==> config.mk <==
export PLATFORM = sky130hd
export DESIGN_NAME = flash_lock_ctrl
export DESIGN_NICKNAME = d
export VERILOG_FILES = /design/src/rtl/flash_lock_pkg.sv /design/src/rtl/flash_addr_decode.sv /design/src/rtl/flash_lock_store.sv /design/src/rtl/flash_cycle_timer.sv /design/src/rtl/flash_wsm.sv /design/src/rtl/flash_lock_ctrl.sv
export SDC_FILE = /design/constraint.sdc
export NUM_CORES = 1
export LEC_CHECK = 0
export BUFFER_PORTS_ARGS = -buffer_cell sky130_fd_sc_hd__buf_2
export CAP_MARGIN = 15
export CORE_ASPECT_RATIO = 0.7
export CORE_MARGIN = 2
export CORE_UTILIZATION = 40
export DETAILED_ROUTE_END_ITERATION = 6
export GPL_ROUTABILITY_DRIVEN = 1
export PLACE_DENSITY = 0.6
export SLEW_MARGIN = 20
export SYNTH_ARGS = -nofsm -noshare
export SYNTH_HDL_FRONTEND = slang
export SYNTH_SLANG_ARGS = --single-unit
==> constraint.sdc <==
create_clock -name clk -period 2.6 [get_ports clk]
set_input_delay 0.39 -clock clk [delete_from_list [all_inputs] [get_ports clk]]
set_output_delay 0.39 -clock clk [all_outputs]
set_load 0.03 [all_outputs]
==> src/rtl/flash_lock_pkg.sv <==
package flash_lock_pkg;

    typedef enum logic [2:0] {
        OP_NOP             = 3'd0,
        OP_PROGRAM         = 3'd1,
        OP_BLK_ERASE       = 3'd2,
        OP_ERASE_UNLOCKED  = 3'd3,
        OP_PROTECT_CONFIRM = 3'd4,
        OP_LOCK_BLOCK      = 3'd5,
        OP_UNLOCK_ALL      = 3'd6,
        OP_CLEAR_STATUS    = 3'd7
    } cmd_e;

    typedef enum logic [2:0] {
        ST_RECOVER,
        ST_IDLE,
        ST_PROGRAM,
        ST_ERASE,
        ST_SWEEP_SCAN,
        ST_SWEEP_ERASE
    } wsm_e;

    typedef enum logic [1:0] {
        KIND_NONE    = 2'd0,
        KIND_PROGRAM = 2'd1,
        KIND_ERASE   = 2'd2
    } kind_e;

    localparam int STS_W          = 8;
    localparam int STS_READY      = 7;
    localparam int STS_ERS_ERR    = 5;
    localparam int STS_PRG_ERR    = 4;
    localparam int STS_LOCK_VALID = 0;
    localparam int LANES          = 2;

endpackage

==> src/rtl/flash_addr_decode.sv <==
module flash_addr_decode #(
    parameter int ADDR_W = 19,
    parameter int BLK_W  = 5,
    parameter int LANES  = 2
) (
    input  logic [ADDR_W-1:0] addr,
    input  logic              byte_mode,
    output logic [BLK_W-1:0]  blk,
    output logic [ADDR_W-2:0] word_addr,
    output logic [LANES-1:0]  lanes
);

    // The section index is the top field of the byte address.
    assign blk       = addr[ADDR_W-1 -: BLK_W];
    // Word address drops the byte-select bit.
    assign word_addr = addr[ADDR_W-1:1];

    // One enable per byte lane; in word mode all lanes are on.
    for (genvar g = 0; g < LANES; g++) begin : g_lane
        assign lanes[g] = !byte_mode || (addr[0] == 1'(g));
    end

endmodule

==> src/rtl/flash_lock_store.sv <==
module flash_lock_store #(
    parameter int                    NUM_BLOCKS = 32,
    parameter int                    BLK_W      = 5,
    parameter logic [NUM_BLOCKS-1:0] LOCK_INIT  = '0
) (
    input  logic                  clk,
    input  logic                  por_n,
    input  logic                  rst_pwd_n,
    input  logic                  set_en,
    input  logic [BLK_W-1:0]      set_idx,
    input  logic                  clr_all,
    input  logic                  valid_set,
    output logic [NUM_BLOCKS-1:0] lock_bits,
    output logic                  lock_valid,
    output logic [NUM_BLOCKS-1:0] eff_lock
);

    // Stored lock bits: only a power-on reset restores them.
    always_ff @(posedge clk or negedge por_n) begin
        if (!por_n) begin
            lock_bits <= LOCK_INIT;
        end else if (clr_all) begin
            lock_bits <= '0;
        end else if (set_en) begin
            lock_bits[set_idx] <= 1'b1;
        end
    end

    // Validity flag: dropped by the reset/power-down pin.
    always_ff @(posedge clk or negedge rst_pwd_n) begin
        if (!rst_pwd_n) begin
            lock_valid <= 1'b0;
        end else if (valid_set) begin
            lock_valid <= 1'b1;
        end
    end

    // Effective lock: everything is locked until the flag is valid.
    for (genvar g = 0; g < NUM_BLOCKS; g++) begin : g_eff
        assign eff_lock[g] = lock_bits[g] | ~lock_valid;
    end

endmodule

==> src/rtl/flash_cycle_timer.sv <==
module flash_cycle_timer #(
    parameter int           W       = 8,
    parameter logic [W-1:0] RST_VAL = '0
) (
    input  logic         clk,
    input  logic         rst_n,
    input  logic         load,
    input  logic [W-1:0] load_val,
    output logic         zero
);

    logic [W-1:0] cnt;

    // Down counter that rests at zero; reset preloads the recovery span.
    always_ff @(posedge clk or negedge rst_n) begin
        if (!rst_n) begin
            cnt <= RST_VAL;
        end else if (load) begin
            cnt <= load_val;
        end else if (cnt != '0) begin
            cnt <= cnt - 1'b1;
        end
    end

    assign zero = (cnt == '0);

endmodule

==> src/rtl/flash_wsm.sv <==
module flash_wsm
    import flash_lock_pkg::*;
#(
    parameter int NUM_BLOCKS   = 32,
    parameter int BLK_W        = 5,
    parameter int ADDR_W       = 19,
    parameter int TMR_W        = 8,
    parameter int PROG_CYCLES  = 8,
    parameter int ERASE_CYCLES = 32
) (
    input  logic                  clk,
    input  logic                  rst_pwd_n,
    input  logic                  cmd_valid,
    input  logic [2:0]            cmd_op,
    input  logic [BLK_W-1:0]      dec_blk,
    input  logic [ADDR_W-2:0]     dec_waddr,
    input  logic [LANES-1:0]      dec_lanes,
    input  logic [NUM_BLOCKS-1:0] eff_lock,
    input  logic [NUM_BLOCKS-1:0] lock_bits,
    input  logic                  tmr_zero,
    output logic                  tmr_load,
    output logic [TMR_W-1:0]      tmr_val,
    output logic                  lock_set,
    output logic                  lock_clr_all,
    output logic                  valid_set,
    output logic                  ready,
    output logic                  op_active,
    output logic [1:0]            op_kind,
    output logic [BLK_W-1:0]      op_block,
    output logic [ADDR_W-2:0]     op_waddr,
    output logic [LANES-1:0]      op_lanes,
    output logic                  prg_err,
    output logic                  ers_err
);

    localparam logic [BLK_W-1:0] LAST_BLK = BLK_W'(NUM_BLOCKS - 1);
    localparam logic [TMR_W-1:0] PROG_LD  = TMR_W'(PROG_CYCLES - 1);
    localparam logic [TMR_W-1:0] ERASE_LD = TMR_W'(ERASE_CYCLES - 1);
    localparam int               LOW_W    = ADDR_W - 1 - BLK_W;

    wsm_e                state, state_nx;
    logic [BLK_W-1:0]    sweep_idx;
    logic [BLK_W-1:0]    lat_blk;
    logic [ADDR_W-2:0]   lat_waddr;
    logic [LANES-1:0]    lat_lanes;

    logic accept, tgt_locked;
    logic start_prog, start_erase, rej_prog, rej_erase, start_sweep;
    logic sweep_hit, sweep_last, sweep_step, sweep_done;

    // Command qualification
    always_comb begin
        accept      = (state == ST_IDLE) && cmd_valid;
        tgt_locked  = eff_lock[dec_blk];
        start_prog  = accept && (cmd_op == OP_PROGRAM)   && !tgt_locked;
        rej_prog    = accept && (cmd_op == OP_PROGRAM)   &&  tgt_locked;
        start_erase = accept && (cmd_op == OP_BLK_ERASE) && !tgt_locked;
        rej_erase   = accept && (cmd_op == OP_BLK_ERASE) &&  tgt_locked;
        start_sweep = accept && (cmd_op == OP_ERASE_UNLOCKED);
        sweep_hit   = (state == ST_SWEEP_SCAN) && !lock_bits[sweep_idx];
        sweep_last  = (sweep_idx == LAST_BLK);
        sweep_step  = ((state == ST_SWEEP_SCAN) && !sweep_hit && !sweep_last) ||
                      ((state == ST_SWEEP_ERASE) && tmr_zero && !sweep_last);
        sweep_done  = ((state == ST_SWEEP_SCAN) && !sweep_hit && sweep_last) ||
                      ((state == ST_SWEEP_ERASE) && tmr_zero && sweep_last);
    end

    // Next-state logic
    always_comb begin
        state_nx = state;
        unique case (state)
            ST_RECOVER: begin
                if (tmr_zero) state_nx = ST_IDLE;
            end
            ST_IDLE: begin
                if (start_prog)        state_nx = ST_PROGRAM;
                else if (start_erase)  state_nx = ST_ERASE;
                else if (start_sweep)  state_nx = ST_SWEEP_SCAN;
            end
            ST_PROGRAM, ST_ERASE: begin
                if (tmr_zero) state_nx = ST_IDLE;
            end
            ST_SWEEP_SCAN: begin
                if (sweep_hit)        state_nx = ST_SWEEP_ERASE;
                else if (sweep_last)  state_nx = ST_IDLE;
            end
            ST_SWEEP_ERASE: begin
                if (tmr_zero) state_nx = sweep_last ? ST_IDLE : ST_SWEEP_SCAN;
            end
            default: state_nx = ST_IDLE;
        endcase
    end

    // State register
    always_ff @(posedge clk or negedge rst_pwd_n) begin
        if (!rst_pwd_n) state <= ST_RECOVER;
        else            state <= state_nx;
    end

    // Latched operation data, sweep cursor and sticky error bits
    always_ff @(posedge clk or negedge rst_pwd_n) begin
        if (!rst_pwd_n) begin
            lat_blk   <= '0;
            lat_waddr <= '0;
            lat_lanes <= '0;
            sweep_idx <= '0;
            prg_err   <= 1'b0;
            ers_err   <= 1'b0;
        end else begin
            if (start_prog || start_erase) begin
                lat_blk   <= dec_blk;
                lat_waddr <= dec_waddr;
                lat_lanes <= dec_lanes;
            end
            if (start_sweep)      sweep_idx <= '0;
            else if (sweep_step)  sweep_idx <= sweep_idx + 1'b1;
            if (accept && (cmd_op == OP_CLEAR_STATUS)) begin
                prg_err <= 1'b0;
                ers_err <= 1'b0;
            end else begin
                if (rej_prog)  prg_err <= 1'b1;
                if (rej_erase) ers_err <= 1'b1;
            end
        end
    end

    // Outputs
    always_comb begin
        ready        = (state == ST_IDLE);
        tmr_load     = start_prog || start_erase || sweep_hit;
        tmr_val      = start_prog ? PROG_LD : ERASE_LD;
        lock_set     = accept && (cmd_op == OP_LOCK_BLOCK);
        lock_clr_all = accept && (cmd_op == OP_UNLOCK_ALL);
        valid_set    = (accept && (cmd_op == OP_PROTECT_CONFIRM)) || sweep_done;
        op_active    = 1'b0;
        op_kind      = KIND_NONE;
        op_block     = lat_blk;
        op_waddr     = lat_waddr;
        op_lanes     = lat_lanes;
        unique case (state)
            ST_PROGRAM: begin
                op_active = 1'b1;
                op_kind   = KIND_PROGRAM;
            end
            ST_ERASE: begin
                op_active = 1'b1;
                op_kind   = KIND_ERASE;
            end
            ST_SWEEP_ERASE: begin
                op_active = 1'b1;
                op_kind   = KIND_ERASE;
                op_block  = sweep_idx;
                op_waddr  = {sweep_idx, {LOW_W{1'b0}}};
                op_lanes  = '1;
            end
            default: begin
                op_active = 1'b0;
            end
        endcase
    end

endmodule

==> src/rtl/flash_lock_ctrl.sv <==
module flash_lock_ctrl
    import flash_lock_pkg::*;
#(
    parameter int                    ADDR_W       = 19,
    parameter int                    NUM_BLOCKS   = 32,
    parameter int                    PROG_CYCLES  = 8,
    parameter int                    ERASE_CYCLES = 32,
    parameter int                    RECOV_CYCLES = 150,
    parameter logic [NUM_BLOCKS-1:0] LOCK_INIT    = '0
) (
    input  logic                          clk,
    input  logic                          por_n,
    input  logic                          rst_pwd_n,
    input  logic                          cmd_valid,
    input  logic [2:0]                    cmd_op,
    input  logic [ADDR_W-1:0]             cmd_addr,
    input  logic                          byte_mode,
    output logic [7:0]                    status,
    output logic                          ry_by_n,
    output logic                          ry_by_oe,
    output logic                          op_active,
    output logic [1:0]                    op_kind,
    output logic [$clog2(NUM_BLOCKS)-1:0] op_block,
    output logic [ADDR_W-2:0]             op_waddr,
    output logic [1:0]                    op_lanes
);

    localparam int BLK_W   = $clog2(NUM_BLOCKS);
    localparam int MAX_PE  = (PROG_CYCLES > ERASE_CYCLES) ? PROG_CYCLES : ERASE_CYCLES;
    localparam int MAX_CYC = (MAX_PE > RECOV_CYCLES) ? MAX_PE : RECOV_CYCLES;
    localparam int TMR_W   = $clog2(MAX_CYC + 1);
    localparam logic [TMR_W-1:0] RECOV_LD = TMR_W'(RECOV_CYCLES - 1);

    logic [BLK_W-1:0]      dec_blk;
    logic [ADDR_W-2:0]     dec_waddr;
    logic [LANES-1:0]      dec_lanes;
    logic [NUM_BLOCKS-1:0] lock_bits, eff_lock;
    logic                  lock_valid;
    logic                  tmr_load, tmr_zero;
    logic [TMR_W-1:0]      tmr_val;
    logic                  lock_set, lock_clr_all, valid_set;
    logic                  ready, prg_err, ers_err;

    flash_addr_decode #(
        .ADDR_W (ADDR_W),
        .BLK_W  (BLK_W),
        .LANES  (LANES)
    ) u_dec (
        .addr      (cmd_addr),
        .byte_mode (byte_mode),
        .blk       (dec_blk),
        .word_addr (dec_waddr),
        .lanes     (dec_lanes)
    );

    flash_lock_store #(
        .NUM_BLOCKS (NUM_BLOCKS),
        .BLK_W      (BLK_W),
        .LOCK_INIT  (LOCK_INIT)
    ) u_locks (
        .clk        (clk),
        .por_n      (por_n),
        .rst_pwd_n  (rst_pwd_n),
        .set_en     (lock_set),
        .set_idx    (dec_blk),
        .clr_all    (lock_clr_all),
        .valid_set  (valid_set),
        .lock_bits  (lock_bits),
        .lock_valid (lock_valid),
        .eff_lock   (eff_lock)
    );

    flash_cycle_timer #(
        .W       (TMR_W),
        .RST_VAL (RECOV_LD)
    ) u_tmr (
        .clk      (clk),
        .rst_n    (rst_pwd_n),
        .load     (tmr_load),
        .load_val (tmr_val),
        .zero     (tmr_zero)
    );

    flash_wsm #(
        .NUM_BLOCKS   (NUM_BLOCKS),
        .BLK_W        (BLK_W),
        .ADDR_W       (ADDR_W),
        .TMR_W        (TMR_W),
        .PROG_CYCLES  (PROG_CYCLES),
        .ERASE_CYCLES (ERASE_CYCLES)
    ) u_wsm (
        .clk          (clk),
        .rst_pwd_n    (rst_pwd_n),
        .cmd_valid    (cmd_valid),
        .cmd_op       (cmd_op),
        .dec_blk      (dec_blk),
        .dec_waddr    (dec_waddr),
        .dec_lanes    (dec_lanes),
        .eff_lock     (eff_lock),
        .lock_bits    (lock_bits),
        .tmr_zero     (tmr_zero),
        .tmr_load     (tmr_load),
        .tmr_val      (tmr_val),
        .lock_set     (lock_set),
        .lock_clr_all (lock_clr_all),
        .valid_set    (valid_set),
        .ready        (ready),
        .op_active    (op_active),
        .op_kind      (op_kind),
        .op_block     (op_block),
        .op_waddr     (op_waddr),
        .op_lanes     (op_lanes),
        .prg_err      (prg_err),
        .ers_err      (ers_err)
    );

    always_comb begin
        status                 = '0;
        status[STS_READY]      = ready;
        status[STS_ERS_ERR]    = ers_err;
        status[STS_PRG_ERR]    = prg_err;
        status[STS_LOCK_VALID] = lock_valid;
    end

    // Shared wired line: pull low while busy, release otherwise.
    assign ry_by_oe = ~ready;
    assign ry_by_n  = ready;

endmodule

==> impl_metrics.json <==
{
  "drt-total-wl_um": 9618,
  "grt_pass1_wl_um": 15640,
  "rsz0062_at_grt": "no",
  "max_cap_violations": 0,
  "die_w_um": 122.9,
  "powerDensity_nw_per_um2": 1154,
  "synth.cell_area_um2": 3955,
  "cts.clk_slew.worst_paths_ns": 0.06,
  "nets": 488,
  "synthFlopType": "dfrtp_1",
  "dr_total_vias": 3145,
  "root_buffer": "clkbuf_16",
  "slew_viol_final": 0,
  "cts_resized": 0,
  "synth_async_sr_flop_share_pct": 100.0,
  "route.detailed.drc": 0,
  "placed_area_um2": 4405,
  "holdWs_ns": 0.1173,
  "path_max_fanout": 12,
  "grt-ovfl-total": 0,
  "status": "finished, final reports clean",
  "skew_ns": 0.005746,
  "numCtsBuffers": 9,
  "ios": 65,
  "drive_gt1_share_pct": 26.90,
  "grt_pass1_vias": 2944,
  "required_ns": 2.81,
  "max-slew-margin-rel_pct": 41.49,
  "dieArea_um2": 10710,
  "die_y_um": 87.20,
  "hold_class": "in -> async",
  "synth_area_per_cell_um2": 9.937,
  "seq_area_frac_synth_pct": 45.05,
  "slowest_stage": "dfrtp_1",
  "grt_max_degree": 40,
  "htreeDepth": 3,
  "yosys.area_share.adder_pct": 1.265,
  "synth-compound-area-share_pct": 11.04,
  "period_share_pct": 90.04,
  "viasPerCell": 5.340,
  "dp_slack_ns": 0.01547,
  "synthCells": 398,
  "cts_setup_buffers": 0,
  "power_leakage_nw": 2.231,
  "tns_ns": 0,
  "fmax_mhz": 427.1,
  "num_antenna_cells": 0,
  "final_util_pct": 48.96,
  "synthSimpleGateAreaFrac_pct": 19.11,
  "yosysUniqueCellTypes": 55,
  "dp_hpwl_um": 6951,
  "critPathArrivalTime_ns": 2.56,
  "grt_usage_pct": 19.42,
  "synth-xor-area-share_pct": 1.329,
  "ctsHoldBuffers": 0,
  "stdcell_count": 589,
  "cts_sinks": 71,
  "tightest_slew_ns": 0.8776,
  "hold_viol_final": 0,
  "layout_common_cells": "dfrtp_1, buf_2, nor2_1",
  "cp-end-kind": "register",
  "worstSetupPathType": "reg -> reg",
  "core_area_um2": 9647,
  "antenna_left": 0,
  "max-vdd-ir-drop_v": 0.0006442,
  "post-route-cell-area_um2": 4723,
  "final_common_cell": "dfrtp_1",
  "port_buffers": 60,
  "wl_per_cell_um": 16.33,
  "clock_latency_ns": 0.33,
  "final.setup.worst_slack_ns": 0.2588,
  "cts_tree": "yes",
  "placed_cells_incl_taps": 574,
  "yosys_warnings": 0,
  "firstDrtPassIters": 5,
  "synth_enable_flop_cells": 0,
  "fill_cells": 914,
  "max_stage_delay_ns": 0.58,
  "period_needed_ns": 2.341,
  "synth_mux_area_share_pct": 16.01,
  "setup_viol": 0,
  "power.total_mw": 5.450,
  "start_util_pct": 41.00,
  "synth_top_family_by_area": "simple AND/OR/NAND/NOR gates",
  "synth_seq_cells": 71,
  "clk_path_buf_depth": 2,
  "drt_first_iter_violations": 277,
  "path_cells": "nor2b_1 -> a22oi_1 -> nand3_1 -> nand2_1 -> o31ai_1 -> nor2_1 -> a211o_1",
  "setup.worst_path.start_class": "register",
  "place_congestion": 0.8545,
  "antenna_found_initial": 0,
  "area_delta_synth_final_pct": 19.42,
  "rows": 30
}
==> layer usage <==
metal | track usage [%] | vias up | share of wire [%]
met3 | 5.301 | 8 | 5.5
met1 | 28.96 | 1546 | 52
li1 | - | 1499 | -
met5 | 0 | - | 0
met2 | 27.37 | 92 | 42
met4 | 5.747 | 0 | 0.90
==> kinds of logic (layout without fill, tap and decap cells) <==
kind of cell | after synthesis | count (layout)
buffers and inverters | 45 | 105
adders and majority gates | 4 | 4
other | 1 | 4
muxes | 54 | 54
AOI/OAI and AO/OA | 72 | 72
and+or+nand+nor | 145 | 145
DFF | 71 | 71
xor gates and xnor gates | 6 | 6
==> cells in the mapped netlist (5+ instances only) <==
library cell / number / area [µm²]
mux4_2: 5 / 112.6
mux2_2: 11 / 123.9
buf_4: 14 / 105.1
nand3_1: 14 / 70.07
inv_1: 10 / 37.54
a21oi_1: 33 / 165.2
a31oi_1: 8 / 50.05
mux2_1: 13 / 146.4
nor3_1: 9 / 45.04
nor2_1: 52 / 195.2
nand2_1: 21 / 78.83
and2_1: 13 / 81.33
dfrtp_1: 67 / 1677
clkbuf_1: 13 / 48.80
nand2b_1: 9 / 56.30
a22oi_1: 6 / 45.04
mux2i_1: 25 / 250.2
o21ai_0: 7 / 35.03
==> registers in the layout (all words and copies together), names as in the netlist <==
signal and count:
u_locks.lock_bits 32, u_wsm.lat_waddr 18, u_tmr.cnt 8, u_wsm.sweep_idx 5
u_wsm.state 3, u_wsm.lat_lanes 2, u_locks.lock_valid 1, u_wsm.ers_err 1
u_wsm.prg_err 1
==> area by class of cell <==
cell class / instances / area, µm² / area share, %
clock inverters: 2 / 37.54 / 0.7947
clock buffers: 13 / 280.3 / 5.934
repair buffers: 80 / 475.5 / 10.07
inverters: 10 / 37.54 / 0.7947
well taps: 128 / 160.2 / 3.391
flip-flops and latches: 71 / 1782 / 37.72
multi-input cells: 285 / 1951 / 41.30
==> final timing paths <==
check	startpoint	slack (ns)	to	depth (start not counted)
max	u_wsm.sweep_idx[2]$_DFFE_PN0P_	0.26	u_locks.lock_valid$_DFFE_PN0P_	7
min	por_n	0.12	u_locks.lock_bits[30]$_DFFE_PN0P_	1
max reg2reg	u_wsm.sweep_idx[2]$_DFFE_PN0P_	0.26	u_locks.lock_valid$_DFFE_PN0P_	7
min reg2reg	u_wsm.lat_waddr[1]$_DFFE_PN0P_	0.47	u_wsm.lat_waddr[1]$_DFFE_PN0P_	1
max in group asynchronous	rst_pwd_n	1.87	u_wsm.lat_waddr[15]$_DFFE_PN0P_	1
min in group clk	byte_mode	0.25	u_wsm.lat_lanes[0]$_DFFE_PN0P_	2
==> power breakdown <==
part | leakage, nW | switching [mW] | internal, mW
clock network | 0.154 | 0.456 | 0.842
logic | 1.17 | 1.46 | 0.917
registers | 0.912 | 0.300 | 1.48
==> critical path: cells and delay by family (launching register included) <==
kind | cells | cell delay, ns
AO/OA/AOI/OAI | 3 | 0.98
flip-flops | 1 | 0.58
AND/OR/NAND/NOR | 4 | 0.66
(Power assumes the default switching activity.)
